`config.mk`:
```
export PLATFORM = sky130hd
export DESIGN_NAME = gpio_bank_regs
export DESIGN_NICKNAME = d
export VERILOG_FILES = /design/src/rtl/gpio_bank_pkg.sv /design/src/rtl/gpio_pin_cfg.sv /design/src/rtl/gpio_in_sync.sv /design/src/rtl/gpio_irq_bank.sv /design/src/rtl/gpio_bank_regs.sv
export SDC_FILE = /design/constraint.sdc
export NUM_CORES = 2
export LEC_CHECK = 0
export ABC_AREA = 1
export CAP_MARGIN = 0
export CORE_AREA = 8 8 432 434
export DETAILED_ROUTE_END_ITERATION = 10
export DIE_AREA = 0 0 440 442
export PLACE_DENSITY = 0.53
export SLEW_MARGIN = 20
export SYNTH_ARGS = -nofsm -noshare
export SYNTH_HDL_FRONTEND = slang
export SYNTH_SLANG_ARGS = --single-unit
```
`constraint.sdc`:
```
create_clock -name clk -period 6.4 [get_ports clk]
set_input_delay 1.28 -clock clk [delete_from_list [all_inputs] [get_ports clk]]
set_output_delay 1.28 -clock clk [all_outputs]
set_load 0.02 [all_outputs]
```
`src/rtl/gpio_bank_pkg.sv`:
```
// Shared constants, the per-pin configuration type and the word-packing
// helpers for the GPIO bank register file.
// Assumes 12-bit byte addresses and 32-bit data words.
package gpio_bank_pkg;

    localparam int OFS_OWNER   = 'h000;
    localparam int OFS_LINESEL = 'h07C;
    localparam int OFS_STAT    = 'h080;
    localparam int OFS_EN      = 'h090;
    localparam int OFS_PIN     = 'h100;

    // Bit positions inside the first per-pin word
    localparam int C1_OUT  = 31;
    localparam int C1_IN   = 30;
    localparam int C1_TRIG = 4;
    localparam int C1_INV  = 3;
    localparam int C1_DIR  = 2;
    localparam int C1_SEL  = 0;
    // Bit positions inside the second per-pin word
    localparam int C2_NOSENSE = 2;

    typedef struct packed {
        logic       out_lvl;
        logic       trig_lvl;
        logic       trig_inv;
        logic       dir_in;
        logic       use_gpio;
        logic       sense_off;
        logic [1:0] pull;
    } pin_cfg_t;

    localparam pin_cfg_t PIN_CFG_RST = '{out_lvl: 1'b0, trig_lvl: 1'b0,
        trig_inv: 1'b0, dir_in: 1'b0, use_gpio: 1'b0, sense_off: 1'b1,
        pull: 2'b00};

    function automatic logic [31:0] cfg1_word(pin_cfg_t c, logic in_lvl);
        logic [31:0] w;
        w          = '0;
        w[C1_OUT]  = c.out_lvl;
        w[C1_IN]   = in_lvl;
        w[C1_TRIG] = c.trig_lvl;
        w[C1_INV]  = c.trig_inv;
        w[C1_DIR]  = c.dir_in;
        w[C1_SEL]  = c.use_gpio;
        return w;
    endfunction

    function automatic logic [31:0] cfg2_word(pin_cfg_t c);
        logic [31:0] w;
        w             = '0;
        w[C2_NOSENSE] = c.sense_off;
        w[1:0]        = c.pull;
        return w;
    endfunction

endpackage

```
`src/rtl/gpio_pin_cfg.sv`:
```
// Holds the two configuration words of one pin.
// Assumes the write strobes are already decoded to this pin and word.
module gpio_pin_cfg
    import gpio_bank_pkg::*;
(
    input  logic        clk,
    input  logic        rst_n,
    input  logic        wr_c1,
    input  logic        wr_c2,
    input  logic [31:0] wdata,
    output pin_cfg_t    cfg
);

    // Load the writable fields of either word; reset to the idle configuration
    always_ff @(posedge clk) begin
        if (!rst_n) begin
            cfg <= PIN_CFG_RST;
        end else begin
            if (wr_c1) begin
                cfg.out_lvl  <= wdata[C1_OUT];
                cfg.trig_lvl <= wdata[C1_TRIG];
                cfg.trig_inv <= wdata[C1_INV];
                cfg.dir_in   <= wdata[C1_DIR];
                cfg.use_gpio <= wdata[C1_SEL];
            end
            if (wr_c2) begin
                cfg.sense_off <= wdata[C2_NOSENSE];
                cfg.pull      <= wdata[1:0];
            end
        end
    end

endmodule

```
`src/rtl/gpio_in_sync.sv`:
```
// Two-flop synchroniser for a vector of asynchronous pad inputs.
// Assumes each bit is independent; no bus coherency is implied.
module gpio_in_sync #(
    parameter int WIDTH = 94
) (
    input  logic             clk,
    input  logic             rst_n,
    input  logic [WIDTH-1:0] async_in,
    output logic [WIDTH-1:0] sync_out
);

    logic [WIDTH-1:0] stage1;

    // Shift the pad levels through two flops
    always_ff @(posedge clk) begin
        if (!rst_n) begin
            stage1   <= '0;
            sync_out <= '0;
        end else begin
            stage1   <= async_in;
            sync_out <= stage1;
        end
    end

endmodule

```
`src/rtl/gpio_irq_bank.sv`:
```
// One 32-pin word of interrupt status (set by event, write-1-to-clear)
// and interrupt enable. Bits at LIVE_BITS and above stay 0.
// Assumes 1 <= LIVE_BITS <= 32.
module gpio_irq_bank #(
    parameter int LIVE_BITS = 32
) (
    input  logic        clk,
    input  logic        rst_n,
    input  logic        en_wr,
    input  logic        stat_clr,
    input  logic [31:0] wdata,
    input  logic [31:0] event_in,
    output logic [31:0] stat,
    output logic [31:0] en
);

    localparam logic [31:0] LIVE_MASK = (LIVE_BITS >= 32) ? 32'hFFFF_FFFF :
                                        32'((64'd1 << LIVE_BITS) - 64'd1);

    logic [31:0] clr_bits;

    // Bits the current write asks to clear
    always_comb clr_bits = stat_clr ? wdata : 32'h0;

    // Update enables on write; latch events, clearing on write-1, event wins
    always_ff @(posedge clk) begin
        if (!rst_n) begin
            stat <= '0;
            en   <= '0;
        end else begin
            if (en_wr) en <= wdata & LIVE_MASK;
            stat <= ((stat & ~clr_bits) | event_in) & LIVE_MASK;
        end
    end

endmodule

```
`src/rtl/gpio_bank_regs.sv`:
```
// GPIO bank register file: decodes bank words and per-pin word pairs,
// returns registered read data, and drives the pad and detector controls.
// Assumes word-aligned addresses (bits 1:0 ignored), NUM_PINS <= 128 so the
// bank words fit four per region, and one access per cycle.
module gpio_bank_regs
    import gpio_bank_pkg::*;
#(
    parameter int NUM_PINS = 94,
    parameter int ADDR_W   = 12
) (
    input  logic                  clk,
    input  logic                  rst_n,
    input  logic                  bus_wr_en,
    input  logic                  bus_rd_en,
    input  logic [ADDR_W-1:0]     bus_addr,
    input  logic [31:0]           bus_wdata,
    output logic [31:0]           bus_rdata,
    input  logic [NUM_PINS-1:0]   fw_owner_map,
    input  logic [NUM_PINS-1:0]   pad_in,
    input  logic [NUM_PINS-1:0]   int_event,
    output logic [NUM_PINS-1:0]   pad_out,
    output logic [NUM_PINS-1:0]   pad_oe,
    output logic [2*NUM_PINS-1:0] pad_pull,
    output logic [NUM_PINS-1:0]   pin_gpio_mode,
    output logic [NUM_PINS-1:0]   trig_level,
    output logic [NUM_PINS-1:0]   trig_invert,
    output logic [NUM_PINS-1:0]   sense_level,
    output logic                  irq_out,
    output logic                  irq_line_sel
);

    localparam int NUM_WORDS = (NUM_PINS + 31) / 32;
    localparam int PAD_W     = NUM_WORDS * 32;
    localparam logic [ADDR_W-1:0] A_OWNER   = ADDR_W'(OFS_OWNER);
    localparam logic [ADDR_W-1:0] A_LINESEL = ADDR_W'(OFS_LINESEL);
    localparam logic [ADDR_W-1:0] A_STAT    = ADDR_W'(OFS_STAT);
    localparam logic [ADDR_W-1:0] A_EN      = ADDR_W'(OFS_EN);
    localparam logic [ADDR_W-1:0] A_PIN     = ADDR_W'(OFS_PIN);

    logic [ADDR_W-1:0] word_base;
    logic [1:0]        word_idx;
    logic              hit_owner, hit_stat, hit_en, hit_linesel;
    logic [ADDR_W-1:0] pin_off, pin_idx;
    logic              pin_hit;
    logic [31:0]       rd_mux;
    logic              line_sel_q;

    pin_cfg_t          cfg [NUM_PINS];
    logic [NUM_PINS-1:0] sense_off_v;
    logic [NUM_PINS-1:0] pad_sync;
    logic [PAD_W-1:0]  owner_pad, event_pad;
    logic [31:0]       owner_w [NUM_WORDS];
    logic [31:0]       stat_w  [NUM_WORDS];
    logic [31:0]       en_w    [NUM_WORDS];
    logic [NUM_WORDS-1:0] pending_w;

    // Address decode for bank words and per-pin word pairs
    always_comb begin
        word_base   = {bus_addr[ADDR_W-1:4], 4'b0000};
        word_idx    = bus_addr[3:2];
        hit_owner   = (word_base == A_OWNER);
        hit_stat    = (word_base == A_STAT);
        hit_en      = (word_base == A_EN);
        hit_linesel = (bus_addr[ADDR_W-1:2] == A_LINESEL[ADDR_W-1:2]);
        pin_off     = bus_addr - A_PIN;
        pin_idx     = pin_off >> 3;
        pin_hit     = (bus_addr >= A_PIN) && (int'(pin_idx) < NUM_PINS);
    end

    assign owner_pad = PAD_W'(fw_owner_map);
    assign event_pad = PAD_W'(int_event);

    // Pad input synchroniser feeding the sensed level
    gpio_in_sync #(.WIDTH(NUM_PINS)) u_sync (
        .clk      (clk),
        .rst_n    (rst_n),
        .async_in (pad_in),
        .sync_out (pad_sync)
    );

    assign sense_level = pad_sync & ~sense_off_v;

    // One configuration pair per pin
    for (genvar p = 0; p < NUM_PINS; p++) begin : g_pin
        logic sel;
        assign sel = pin_hit && (pin_idx == ADDR_W'(p));

        gpio_pin_cfg u_cfg (
            .clk   (clk),
            .rst_n (rst_n),
            .wr_c1 (bus_wr_en && sel && !bus_addr[2]),
            .wr_c2 (bus_wr_en && sel && bus_addr[2]),
            .wdata (bus_wdata),
            .cfg   (cfg[p])
        );

        assign pad_out[p]         = cfg[p].out_lvl;
        assign pad_oe[p]          = cfg[p].use_gpio && !cfg[p].dir_in;
        assign pin_gpio_mode[p]   = cfg[p].use_gpio;
        assign trig_level[p]      = cfg[p].trig_lvl;
        assign trig_invert[p]     = cfg[p].trig_inv;
        assign sense_off_v[p]     = cfg[p].sense_off;
        assign pad_pull[2*p +: 2] = cfg[p].pull;
    end

    // One status/enable word per group of 32 pins
    for (genvar w = 0; w < NUM_WORDS; w++) begin : g_word
        localparam int LIVE = (NUM_PINS - w*32 >= 32) ? 32 : NUM_PINS - w*32;

        gpio_irq_bank #(.LIVE_BITS(LIVE)) u_bank (
            .clk      (clk),
            .rst_n    (rst_n),
            .en_wr    (bus_wr_en && hit_en && (word_idx == 2'(w))),
            .stat_clr (bus_wr_en && hit_stat && (word_idx == 2'(w))),
            .wdata    (bus_wdata),
            .event_in (event_pad[w*32 +: 32]),
            .stat     (stat_w[w]),
            .en       (en_w[w])
        );

        assign owner_w[w]   = owner_pad[w*32 +: 32];
        assign pending_w[w] = |(stat_w[w] & en_w[w]);
    end

    assign irq_out      = |pending_w;
    assign irq_line_sel = line_sel_q;

    // Global interrupt-line select register
    always_ff @(posedge clk) begin
        if (!rst_n)                       line_sel_q <= 1'b0;
        else if (bus_wr_en && hit_linesel) line_sel_q <= bus_wdata[0];
    end

    // Read-back multiplexer; unmapped offsets yield 0
    always_comb begin
        rd_mux = '0;
        for (int w = 0; w < NUM_WORDS; w++) begin
            if (int'(word_idx) == w) begin
                if (hit_owner) rd_mux = owner_w[w];
                if (hit_stat)  rd_mux = stat_w[w];
                if (hit_en)    rd_mux = en_w[w];
            end
        end
        if (hit_linesel) rd_mux = {31'b0, line_sel_q};
        if (pin_hit) begin
            for (int p = 0; p < NUM_PINS; p++) begin
                if (int'(pin_idx) == p)
                    rd_mux = bus_addr[2] ? cfg2_word(cfg[p])
                                         : cfg1_word(cfg[p], sense_level[p]);
            end
        end
    end

    // Registered read data, held between reads
    always_ff @(posedge clk) begin
        if (!rst_n)         bus_rdata <= '0;
        else if (bus_rd_en) bus_rdata <= rd_mux;
    end

endmodule

```
==> results.json <==
{
  "grt_pass1_vias": 55660,
  "path_clk_slew_ns": 0.06,
  "syn_avg_cell_area_um2": 7.171,
  "slew_headroom": 0.2387,
  "finalWirelength_um": 314700,
  "insertion_delay_ns": 0.80,
  "die_h_um": 442,
  "numCtsBuffers": 138,
  "skew_ns": 0.04424,
  "postCtsHoldBufs": 0,
  "die-area_um2": 194500,
  "synthesis.area_um2": 55590,
  "numClockSinks": 1161,
  "grt_max_degree": 237,
  "post-route-util": 0.4131,
  "final_max_slew_viol_count": 0,
  "power_mw": 16.80,
  "nFillCells": 18590,
  "vias": 58090,
  "internal_power_mw": 12.52,
  "rows": 156,
  "power.share.clock": 0.487,
  "peakVddDrop_uv": 227.4,
  "crit_top_cell": "nand2_1",
  "grt_setup_unrepaired": "yes",
  "place_hpwl_um": 241400,
  "area_growth_pct": 33.59,
  "violations": "setup timing",
  "critPathLaunch": "bus_addr[11]",
  "crit_fanout": 7,
  "synth_cell_types": 56,
  "required_ns": 7.04,
  "die_w_um": 440,
  "initial_utilization": 0.3093,
  "timing_worst_setup_path_type": "in -> reg",
  "slowest_delay_ns": 0.23,
  "worstMarginPinSlew_ns": 1.142,
  "cts-root-buf": "clkbuf_16",
  "hp-class": "reg -> reg",
  "ant_nets": 0,
  "portBuffers": 1113,
  "grt-ovfl-total": 0,
  "drt-initial-drc-count": 5488,
  "drtPass1Iterations": 6,
  "critical_path_arrival_ns": 8.43,
  "synthCells": 7753,
  "grt_pass1_wl_um": 431000,
  "nets": 8990,
  "crit_family": "simple AND/OR/NAND/NOR gates",
  "drc": 0,
  "switching_share": 0.2549,
  "status": "complete, but fails checks",
  "drv_cap": 0,
  "r2r_start": "g_word[0].u_bank.en[3]",
  "fmax_mhz": 128.4,
  "post_drt_wl_per_cell_um": 28.25,
  "clk_path_buf_depth": 3,
  "dp.cells": 10850,
  "syn_nets": 8086,
  "grt_antenna_before_repair": 32,
  "layoutNonFillerInstCount": 11140,
  "cp_num_buf_inv": 6,
  "ys_seq_elements": 1161,
  "synth_edf_count": 0,
  "grt_util_all_layers": 0.3066,
  "yosysWarnings": 0,
  "synth_ff_type": "dfxtp_1",
  "io_pins": 1116,
  "place_congestion": 0.9620,
  "cts_tree": "done",
  "fin_crit_ns": 7.786,
  "min-delay-start": "u_sync.stage1[11]",
  "timing.final.ws_setup_ns": -1.386,
  "p_per_area_nw_per_um2": 226.2,
  "critPathCaptureType": "flop",
  "hold_violations": 0,
  "drive_gt1_frac": 0.1213,
  "synth-seq-area-share": 0.4181,
  "via_per_inst": 5.214,
  "async_flop_share": 0,
  "ctsHtreeMaxLevel": 4,
  "crit_slowest_cell": "a221oi_1",
  "pwr-share-seq": 0.440,
  "core_um2": 179800,
  "combPwrFrac": 0.073,
  "p_sw_mw": 4.282,
  "finalCritPeriodShare": 1.217,
  "power_leakage_nw": 29.34,
  "cp-start-kind": "input port",
  "final-setup-viol-count": 7
}
[area by class of cell]
type	instances	area, um2	share of cell area
Multi-Input combinational cell	4400	22820	0.3073
Tap cell	2370	2965	0.03993
Timing Repair Buffer	1702	15820	0.2130
Inverter	1254	4758	0.06407
Clock inverter	47	630.6	0.008491
Antenna cell	14	35.03	0.0004717
Sequential cell	1161	23240	0.3130
Clock buffer	193	3995	0.05379
[repair_timing]
| action | CTS | global route |
|---|---|---|
| gates resized for setup | 166 | 108 |
| cloned | 0 | 1 |
| buffers inserted | 23 | 10 |
| pin swaps | 67 | 120 |
| setup endpoints to repair | 7 | 7 |
[power groups by stage]
stage | logic (mW) | registers, mW | clock network, mW
2_1_floorplan | 0.482 | 7.53 | 0
3_3_place_gp | 1.17 | 7.55 | 0
3_5_place_dp | 1.17 | 7.55 | 0
4_1_cts | 1.20 | 7.39 | 8.31
5_1_grt | 1.29 | 7.40 | 8.57
6_report | 1.22 | 7.39 | 8.18
[layer usage]
metal | track usage | up-vias | wire [um]
li1 | - | 26880 | -
met1 | 0.3368 | 27820 | 115200
met5 | 0 | - | 41
met4 | 0.2306 | 6 | 28890
met2 | 0.5153 | 2647 | 147500
met3 | 0.06848 | 736 | 23000
[worst paths after layout]
path,end,slack [ns],cells past startpoint
hold reg to reg,u_sync.sync_out[11],0.40,2
setup / recovery,bus_rdata[3],-1.39,60
setup reg to reg,bus_rdata[3],-0.48,54
hold / removal,u_sync.sync_out[11],0.40,2
[logic make-up after synthesis]
logic type,after synthesis,share of synthesized area
AOI/OAI and AO/OA,2444,0.2520
xor gates and xnor gates,1,0.0001576
adders and majority gates,3,0.0006753
buffers and inverters,2192,0.1874
DFF,1161,0.4181
muxes,2,0.0003601
and+or+nand+nor,1950,0.1413
[per-stage QoR]
| stage | setup TNS, ns | cell area [um2] | hold WS [ns] | setup WS (ns) |
|---|---|---|---|---|
| finish | -8.586 | 74270 | 0.3973 | -1.386 |
| CTS | -8.796 | 73690 | 0.3971 | -1.352 |
| global placement | -19.11 | 68350 | 0.3970 | -2.845 |
| floorplan | 0 | 55590 | 0.3905 | 0.2488 |
| detailed placement | -19.51 | 68350 | 0.3953 | -2.936 |
| global route | -11.99 | 74250 | 0.4183 | -1.912 |
[worst register-to-register path, delay by kind of cell, from the launching register on]
family / cells / cell delay [ns]
buffers and inverters: 3 / 0.39
AOI/OAI and AO/OA: 18 / 2.63
muxes: 1 / 0.09
DFF: 1 / 0.34
and+or+nand+nor: 32 / 3.30
[sequential cells by signal, indices dropped and copies added, names as in the netlist]
| register | flops |
|---|---|
| bus_rdata | 32 |
| g_pin.u_cfg.cfg | 752 |
| g_word.u_bank.en | 94 |
| g_word.u_bank.stat | 94 |
| irq_line_sel | 1 |
| u_sync.stage1 | 94 |
| u_sync.sync_out | 94 |
[synthesized netlist by cell type (4+ instances only)]
| cell | count | share of area |
|---|---|---|
| nand4_1 | 71 | 0.0080 |
| a21oi_1 | 891 | 0.080 |
| clkinv_1 | 11 | 0.00074 |
| o32ai_1 | 7 | 0.0011 |
| a32oi_1 | 66 | 0.010 |
| a311oi_1 | 4 | 0.00063 |
| nor3_2 | 4 | 0.00072 |
| nor4_1 | 8 | 0.00090 |
| nor2_2 | 5 | 0.00056 |
| o21ai_1 | 19 | 0.0017 |
| nor2_1 | 693 | 0.047 |
| nand3_1 | 118 | 0.011 |
| a221o_1 | 4 | 0.00072 |
| a221oi_1 | 93 | 0.015 |
| o21ai_0 | 985 | 0.089 |
| a221oi_2 | 4 | 0.0011 |
| dfxtp_1 | 1161 | 0.42 |
| o22ai_1 | 39 | 0.0044 |
| nor3_1 | 46 | 0.0041 |
| a22o_1 | 24 | 0.0038 |
| o221a_2 | 6 | 0.0012 |
| nand3b_1 | 4 | 0.00054 |
| a211oi_1 | 66 | 0.0089 |
| nor2_4 | 4 | 0.00081 |
| a22oi_1 | 18 | 0.0024 |
| buf_4 | 567 | 0.077 |
| o2111ai_1 | 15 | 0.0024 |
| o211ai_1 | 113 | 0.015 |
| nand2_1 | 984 | 0.066 |
| o221ai_1 | 25 | 0.0039 |
| nand2_2 | 6 | 0.00068 |
| a31oi_1 | 20 | 0.0023 |
| a2111o_1 | 5 | 0.0010 |
| buf_2 | 19 | 0.0017 |
| a2111oi_0 | 4 | 0.00063 |
| inv_1 | 1221 | 0.082 |
| a32o_1 | 24 | 0.0043 |
| buf_1 | 37 | 0.0025 |
| clkbuf_1 | 310 | 0.021 |
| buf_6 | 5 | 0.0010 |
| inv_2 | 22 | 0.0015 |
[placed cells by master, fill, tap and decap left out, types with 37 or more instances in the layout]
cell type	instances
o211ai_1	113
dfxtp_1	1161
nand3_1	87
nor3_1	42
inv_1	1213
a21oi_1	869
a221oi_1	93
a32oi_1	65
nand2_2	45
o22ai_1	37
buf_4	567
nand4_1	71
nor2_1	662
o21ai_0	983
a211oi_1	65
clkbuf_16	143
nand2_1	936
clkdlybuf4s50_1	1094
(Power assumes the default switching activity.)
